## src/rtl/biphase_edge_enc.sv

```systemverilog
module biphase_edge_enc (
  input  logic clk,
  input  logic rst,
  input  logic en,
  input  logic din,
  output logic line
);

  logic rise_q;
  logic fall_q;
  logic bit_q;
  logic act_q;

  // each register flips the line by taking the other one XOR the wanted level
  logic rise_nxt;
  logic fall_nxt;

  assign rise_nxt = fall_q ^ ~line;
  assign fall_nxt = rise_q ^ ~line;

  always_ff @(posedge clk or posedge rst) begin
    if (rst) begin
      rise_q <= 1'b0;
      bit_q  <= 1'b0;
      act_q  <= 1'b0;
    end else begin
      bit_q <= din;
      act_q <= en;
      if (en) rise_q <= rise_nxt;
    end
  end

  always_ff @(negedge clk or posedge rst) begin
    if (rst)                  fall_q <= 1'b0;
    else if (act_q && !bit_q) fall_q <= fall_nxt;
  end

  assign line = rise_q ^ fall_q;

endmodule


```

## config.mk

```make
export PLATFORM = sky130hd
export DESIGN_NAME = biphase_edge_enc
export DESIGN_NICKNAME = d
export VERILOG_FILES = /design/src/rtl/biphase_edge_enc.sv
export SDC_FILE = /design/constraint.sdc
export NUM_CORES = 1
export LEC_CHECK = 0
export BUFFER_PORTS_ARGS = -buffer_cell sky130_fd_sc_hd__buf_2
export CAP_MARGIN = 40
export CORE_AREA = 8 8 45 47
export CTS_CLUSTER_DIAMETER = 40
export CTS_CLUSTER_SIZE = 10
export DETAILED_ROUTE_END_ITERATION = 10
export DIE_AREA = 0 0 53 55
export PLACE_DENSITY = 0.32
export SLEW_MARGIN = 30
export SYNTH_ARGS = -nofsm -noshare
export SYNTH_HDL_FRONTEND = slang
export SYNTH_SLANG_ARGS = --single-unit
```

## constraint.sdc

```tcl
create_clock -name clk -period 1.85 [get_ports clk]
set_clock_uncertainty 0.1 [all_clocks]
set_input_delay 0.555 -clock clk [delete_from_list [all_inputs] [get_ports clk]]
set_output_delay 0.555 -clock clk [all_outputs]
set_load 0.01 [all_outputs]
```

Word-level counts from Yosys, hierarchy flattened
Index checks and enable logic that the tools add are counted.

operators by class
  bitwise operators = 4
  reduce and logical (&&, ||, !) cells = 2

operator list
  operator           number
  1-bit bitwise XOR  3
  1-bit logical AND  1
  1-bit zero test    1
  1-bit inverter     1

word-level totals
  flip-flop bits (word level) = 4
  input bits = 4
  output and inout port bits = 1

Logic depth before layout (Yosys ltp)
Gate-level depths: netlist of run 1.

  word-level depth = 3
  mapped depth = 2

==> results.toml, run 1 <==
[final_layout]
multi_input_area_um2 = 47.5
drive_gt1_frac = 0.556
final_nets = 23
final_util = 0.163
design_area_um2 = 225
antenna_cells = 0
layout.cells.non_filler = 34
regArea_um2 = 100
syn_to_final_growth_pct = 56.5
mostFrequentLayoutCells = "buf_2 (4), dfrtp_1 (3), clkbuf_4 (3)"
final_common_cell = "buf_2"
fill_cells = 153

[clock_tree]
cts_tree = "done"
cts_max_path_buffers = 2
clkSinkCount = 4
clk_pin_slew_ps = 40
htreeDepth = 1
clkLatencyLatePin_ps = 240
numCtsBuffers = 3
root_buffer = "clkbuf_4"
cts_resized = 0

[place]
dp_cells = 30
io_buffers = 4
placed_area_um2 = 199
place.gp.congestion = 0.507

[critical_path]
cp-start-kind = "flip-flop"
required_ps = 1190
critical-path-slowest-cell = "dfrtn_1"
critical_path_class = "reg -> out"
cp.arrival_ps = 1870
critPathMaxStageDelay_ps = 440
crit_family = "flip-flops"
cp-end-kind = "output port"
crit_fanout = 2
critPathBufInv = 1
path_cells = "xor2_2 -> buf_2"

[job]
max_cap_viol_count = 0

[grt]
busiest_layer = "met4"
grt_start_max_net_pins = 5
grt_pass1_vias = 92
antenna_found_initial = 0
grt_util_met3 = 0.0321
met2_usage = 0.0156
grt_use_met1 = 0.0184
grt_pass1_wl_um = 358
track_usage = 0.0225
grt_overflow = 0

[die]
dieArea_mm2 = 0.00292
fp.dieW_um = 53
start_util = 0.104
die_y_um = 55
core_area_mm2 = 0.00138
ios = 5
rows = 14

[run_status]
status = "complete, but fails checks"
violations = "negative setup slack"

[power_and_ir_drop]
power.internal_uw = 254
fin_total_pwr_uw = 354
clkPwrFrac = 0.331
power.leakage_uw = 0.000108
pwr-share-seq = 0.399
netSwitchingFraction = 0.284
vdd_drop_max_mv = 0.406
combPwrFrac = 0.270
p_sw_uw = 101
power_density_mw_per_mm2 = 1570

[yosys]
synth_top_area_frac = 0.522
synth_cells = 9
synth_top_cells_by_area = "dfrtp_1 (52%), dfrtn_1 (17%), xor2_1 (12%), nand2b_4 (9.6%), xnor2_1 (6.1%)"
synth_cell_types = 6
ys_warn_count = 0
synth_top_area_cell = "dfrtp_1"
syn_nets = 13
synth_area_um2 = 144
synth_seq_cells = 4
avgSynthCellArea_um2 = 16.0
ys_seq_area_frac = 0.696

[routing]
vias = 87
vias_per_cell = 2.56
drc = 0
wl_um = 217
ant_nets = 0
routedWlPerCell_um = 6.38
drt_pass1_iterations = 2
drt_iter0_markers = 1

[worst_hold_path]
hold_class = "in -> async"

[timing]
tns_ps = -678
hold_violations = 0
fin_ws_ps = -678
relSlewSlack = 0.895
setup_viol = 1
tightest_slew_ps = 157
final_max_slew_viol_count = 0
rsz0062_at_grt = "yes"
==> power groups by stage <==
stage               Clock [uW]  Sequential, uW  Combinational, uW
floorplan                    0             140               52.6
global placement             0             141               97.4
detailed placement           0             142               98.6
CTS                        124             142               98.8
global route               131             144                107
finish                     117             142               95.7
==> final cells by class <==
cell class                 count  area share
multi-input combinational      4       0.211
clock buffer                   4       0.117
tap                           16      0.0889
inverter                       1      0.0167
timing repair buffer           5       0.122
sequential                     4       0.444
==> registers in the layout, summed over array words and instances, names as in the netlist <==
signal	cells
act_q	1
fall_q	1
bit_q	1
rise_q	1
==> worst reg2reg max path: cells and delay by family, from the launching register on <==
kind,cells,cell delay [ps]
and+or+nand+nor,1,130
DFF,1,350
xor gates and xnor gates,1,110
==> synth_stat cells <==
library cell  instances
nand2b_4              1
xnor2_1               1
dfrtn_1               1
inv_1                 1
xor2_1                2
dfrtp_1               3
==> stage by stage <==
stage	setup WS (ps)	hold WS, ps
6_report	-678	91.1
5_1_grt	-730	95.5
4_1_cts	-697	89.3
3_5_place_dp	-431	344
3_3_place_gp	-418	337
2_1_floorplan	-353	221
==> cell families after synthesis <==
group                     Yosys count  share of synthesized area
buffers and inverters               1                     0.0261
and+or+nand+nor                     1                     0.0956
DFF                                 4                      0.696
xor gates and xnor gates            3                      0.183
==> what timing repair did <==
action,in CTS,in global routing
buffers inserted,0,0
endpoints found under the setup margin,1,1
pin swaps,1,0
hold buffers,0,0
endpoints found under the hold margin,0,0
==> per-layer routing <==
layer,wire [um],up-vias
li1,-,43
met1,117,35
met2,50,7
met3,35,2
met4,13,0
met5,0,-
==> final timing paths <==
kind | to | startpoint | slack, ps | cells past startpoint
min in group clk | bit_q | din | 320 | 1
max | line | fall_q | -680 | 2
max reg2reg | fall_q | bit_q | 90 | 2
max in group asynchronous | fall_q | rst | 570 | 2
min | bit_q | rst | 90 | 2
min reg2reg | rise_q | rise_q | 430 | 1
No activity file was read; power rests on OpenSTA's default activity.
==> run 2, diff against run 1 <==
ABC_AREA = 1   (was not set)
==> results.toml, run 2 <==
[run_status]
status = "complete, but fails checks"
violations = "negative setup slack"

[yosys]
synth_top_area_cell = "dfrtp_1"
synth_area_um2 = 145
synth_cells = 13
avgSynthCellArea_um2 = 11.2
synth_cell_types = 6
syn_nets = 17
ys_warn_count = 0
synth_top_cells_by_area = "dfrtp_1 (52%), dfrtn_1 (17%), xor2_1 (12%), inv_1 (7.8%), nand2_1 (7.8%)"
ys.flop_type = "dfrtp_1"
yosys-top-cells-count = "dfrtp_1 (3), inv_1 (3), nand2_1 (3)"
synth-edff-count = 0
synth_seq_cells = 4
synth_top_area_frac = 0.517
ys_seq_area_frac = 0.690
async_flop_share = 1.00

[place]
placed_area_um2 = 200
io_buffers = 4
pre_cts_slack_ps = -423
dp_cells = 34
place.gp.congestion = 0.513

[routing]
vias_per_cell = 2.58
ant_nets = 0
drt_iter0_markers = 2
routedWlPerCell_um = 6.50
wl_um = 247
vias = 98
drt_pass1_iterations = 2
drc = 0

[timing]
relSlewSlack = 0.901
hold_ws_ps = 92.2
fin_ws_ps = -672
hold_violations = 0
tightest_slew_ps = 149
setup_viol = 1
final_max_slew_viol_count = 0
rsz0062_at_grt = "yes"

[grt]
grt_util_met3 = 0.0294
grt_pass1_wl_um = 345
busiest_layer = "met3"
grt_overflow = 0
track_usage = 0.0197
antenna_found_initial = 0
grt_start_max_net_pins = 5
met2_usage = 0.0176
grt_use_met1 = 0.0153
grt_pass1_vias = 91

[die]
dieArea_mm2 = 0.00292
rows = 14
fp.dieW_um = 53
ios = 5
die_y_um = 55
start_util = 0.105
core_area_mm2 = 0.00138

[critical_path]
r2r_slack_ps = 140
required_ps = 1190
cp.arrival_ps = 1870
r2r_end = "fall_q"
rr_startpoint = "bit_q"
startpoint = "fall_q"
cp-start-kind = "flip-flop"
cp-end-kind = "output port"
crit_fanout = 2
critical_path_class = "reg -> out"
endpoint = "line"
rr_worst_depth = 4

[clock_tree]
numCtsBuffers = 3
htreeDepth = 1
cts_max_path_buffers = 2
cts_tree = "done"
clk_pin_slew_ps = 40
cts_resized = 0
clkSinkCount = 4
clkLatencyLatePin_ps = 250
root_buffer = "clkbuf_4"
hold_buffers = 0

[final_layout]
layout.cells.non_filler = 38
design_area_um2 = 226
mostFrequentLayoutCells = "buf_2 (4), inv_1 (3), nand2_1 (3), dfrtp_1 (3), clkbuf_4 (3)"
fill_cells = 149
final_common_cell = "buf_2"
syn_to_final_growth_pct = 56.0
drive_gt1_frac = 0.409
final_util = 0.164
final_nets = 27
antenna_cells = 0

[power_and_ir_drop]
power.leakage_uw = 0.000119
vdd_drop_max_mv = 0.453
power_density_mw_per_mm2 = 1350

[worst_hold_path]
hold_class = "in -> async"

[job]
max_cap_viol_count = 0
run 2: logic make-up (layout without fill, tap and decap cells):
kind of cell              Yosys count  count (layout)  synth area share
and+or+nand+nor                     4               4             0.112
xor gates and xnor gates            2               2             0.121
DFF                                 4               4             0.690
buffers and inverters               3              12            0.0776
run 2: cell type report:
type,instances,area (um2),share of cell area
Inverter,3,11.3,0.0497
Timing Repair Buffer,5,27.5,0.122
Tap cell,16,20.0,0.0884
Multi-Input combinational cell,6,41.3,0.182
Clock buffer,4,26.3,0.116
Sequential cell,4,100,0.442
run 2: repair_timing:
item / 4_1_cts / 5_1_grt
endpoints found under the setup margin: 1 / 1
pin swaps: 0 / 1
buffers inserted: 0 / 0
run 2: metal layers:
layer,wire length (um),vias to the layer above
met4,0,0
met1,103,36
met3,51,0
met2,92,6
li1,-,56
met5,0,-
run 2: critical path, cell delays in order (launching register included):
cell and delay (ps):
dfrtn_1 440, xor2_2 120, buf_2 140
run 2: power breakdown:
| part | internal (uW) | switching [uW] |
|---|---|---|
| Clock | 81.1 | 37.6 |
| Combinational | 34.8 | 27.2 |
| Sequential | 106 | 18.5 |
| Total | 222 | 83.3 |
run 2: worst min-delay path by stage:
stage               cells past startpoint  slack [ps]  from  endpoint
detailed placement                      2         340   rst     bit_q
finish                                  2          90   rst     act_q
CTS                                     2          80   rst     act_q
global route                            2          90   rst     act_q
global placement                        2         340   rst     bit_q
floorplan                               1         220   rst     act_q
run 2: metrics by stage:
stage	setup TNS [ps]	power (uW)
6_report	-672	305
5_1_grt	-719	327
4_1_cts	-691	317
3_5_place_dp	-423	192
3_3_place_gp	-422	191
2_1_floorplan	-354	162
==> run 3, diff against run 2 <==
clock period = 2.7 ns   (was 1.85 ns; I/O delays follow)
==> results.toml, run 3 (same netlist as run 2, synthesis figures left out) <==
[clock_tree]
clkSinkCount = 4
cts_resized = 0
cts_max_path_buffers = 2
numCtsBuffers = 3
clk_pin_slew_ps = 40
cts_tree = "done"
htreeDepth = 1
root_buffer = "clkbuf_4"
clkLatencyLatePin_ps = 250

[place]
placed_area_um2 = 200
place.gp.congestion = 0.520
io_buffers = 4

[grt]
antenna_found_initial = 0
grt_pass1_wl_um = 386
grt_pass1_vias = 104
track_usage = 0.0214
grt_overflow = 0
grt_start_max_net_pins = 5

[routing]
vias = 113
drt_pass1_iterations = 2
ant_nets = 0
routedWlPerCell_um = 6.78
drc = 0
wl_um = 271
drt_iter0_markers = 3
vias_per_cell = 2.83

[final_layout]
syn_to_final_growth_pct = 66.4
final_nets = 29
antenna_cells = 0
design_area_um2 = 241
drive_gt1_frac = 0.458
final_common_cell = "buf_2"

[timing]
tightest_slew_ps = 153
fin_ws_ps = -507
hold_ws_ps = 346
setup_viol = 1
final_max_slew_viol_count = 0
hold_violations = 0
rsz0062_at_grt = "yes"
relSlewSlack = 0.898

[die]
dieArea_mm2 = 0.00292
ios = 5
die_y_um = 55
rows = 14
fp.dieW_um = 53
start_util = 0.105
core_area_mm2 = 0.00138

[critical_path]
path_cells = "xor2_2 -> buf_2"
cp-start-kind = "flip-flop"
critical-path-slowest-cell = "dfrtn_1"
rr_startpoint = "bit_q"
critical_path_class = "reg -> out"
crit_fanout = 2
required_ps = 1790
cp.arrival_ps = 2300
startpoint = "fall_q"
crit_family = "flip-flops"
critPathMaxStageDelay_ps = 440
cp-end-kind = "output port"
critPathBufInv = 1

[job]
max_cap_viol_count = 0

[power_and_ir_drop]
power.leakage_uw = 0.000128
vdd_drop_max_mv = 0.291
power_density_mw_per_mm2 = 905

[worst_hold_path]
hold_class = "in -> async"

[run_status]
status = "complete, but fails checks"
violations = "negative setup slack"
## run 3: cell count changes in the layout (fill, tap and decap cells not counted)
cell,delta
buf_4,+2
## run 3: power by group
part | switching, uW | leakage, uW | internal, uW
Combinational | 19.8 | 0.0000663 | 30.6
Sequential | 13.1 | 0.0000471 | 72.8
Clock | 26.6 | 0.0000150 | 55.6
## run 3: per-stage QoR
step / utilization / TNS, ps / std cells / total power (uW) / worst slack, ps
finish: 0.175 / -507 / 40 / 218 / -507
global route: 0.175 / -543 / 40 / 233 / -543
CTS: 0.169 / -517 / 39 / 220 / -517
detailed placement: 0.145 / -255 / 34 / 131 / -255
global placement: 0.145 / -249 / 34 / 131 / -249
floorplan: - / -184 / 13 / 111 / -184
## run 3: worst register-to-register path, stage by stage, from the launching register on
cell,delay (ps)
dfrtp_1,350
inv_1,60
nand2_1,50
nand2_1,50
nand2_1,40
## run 3: final timing paths
| check | end | slack [ps] | depth (start not counted) |
|---|---|---|---|
| setup / recovery | line | -510 | 2 |
| hold / removal | rise_q | 350 | 2 |
| setup reg to reg | fall_q | 560 | 4 |
| hold reg to reg | rise_q | 430 | 1 |
| max in group asynchronous | fall_q | 750 | 2 |
| min in group clk | rise_q | 430 | 1 |
## run 3: timing repair
item                                    4_1_cts  5_1_grt
endpoints found under the setup margin        1        1
hold buffers                                  0        0
buffers inserted                              1        1
pin swaps                                     1        0
## run 3: routing by layer
metal | up-vias | global-route usage | share of wire
met5 | - | 0 | 0
met4 | 0 | 0.0259 | 0
met3 | 0 | 0.0267 | 0.14
met2 | 6 | 0.0195 | 0.41
met1 | 49 | 0.0200 | 0.45
li1 | 58 | - | -
## run 3: cell type report
class                           instances  area, um2
Multi-Input combinational cell          6       41.3
Inverter                                3       11.3
Sequential cell                         4        100
Timing Repair Buffer                    7       42.5
Fill cell                             161       1140
Clock buffer                            4       26.3
Tap cell                               16       20.0
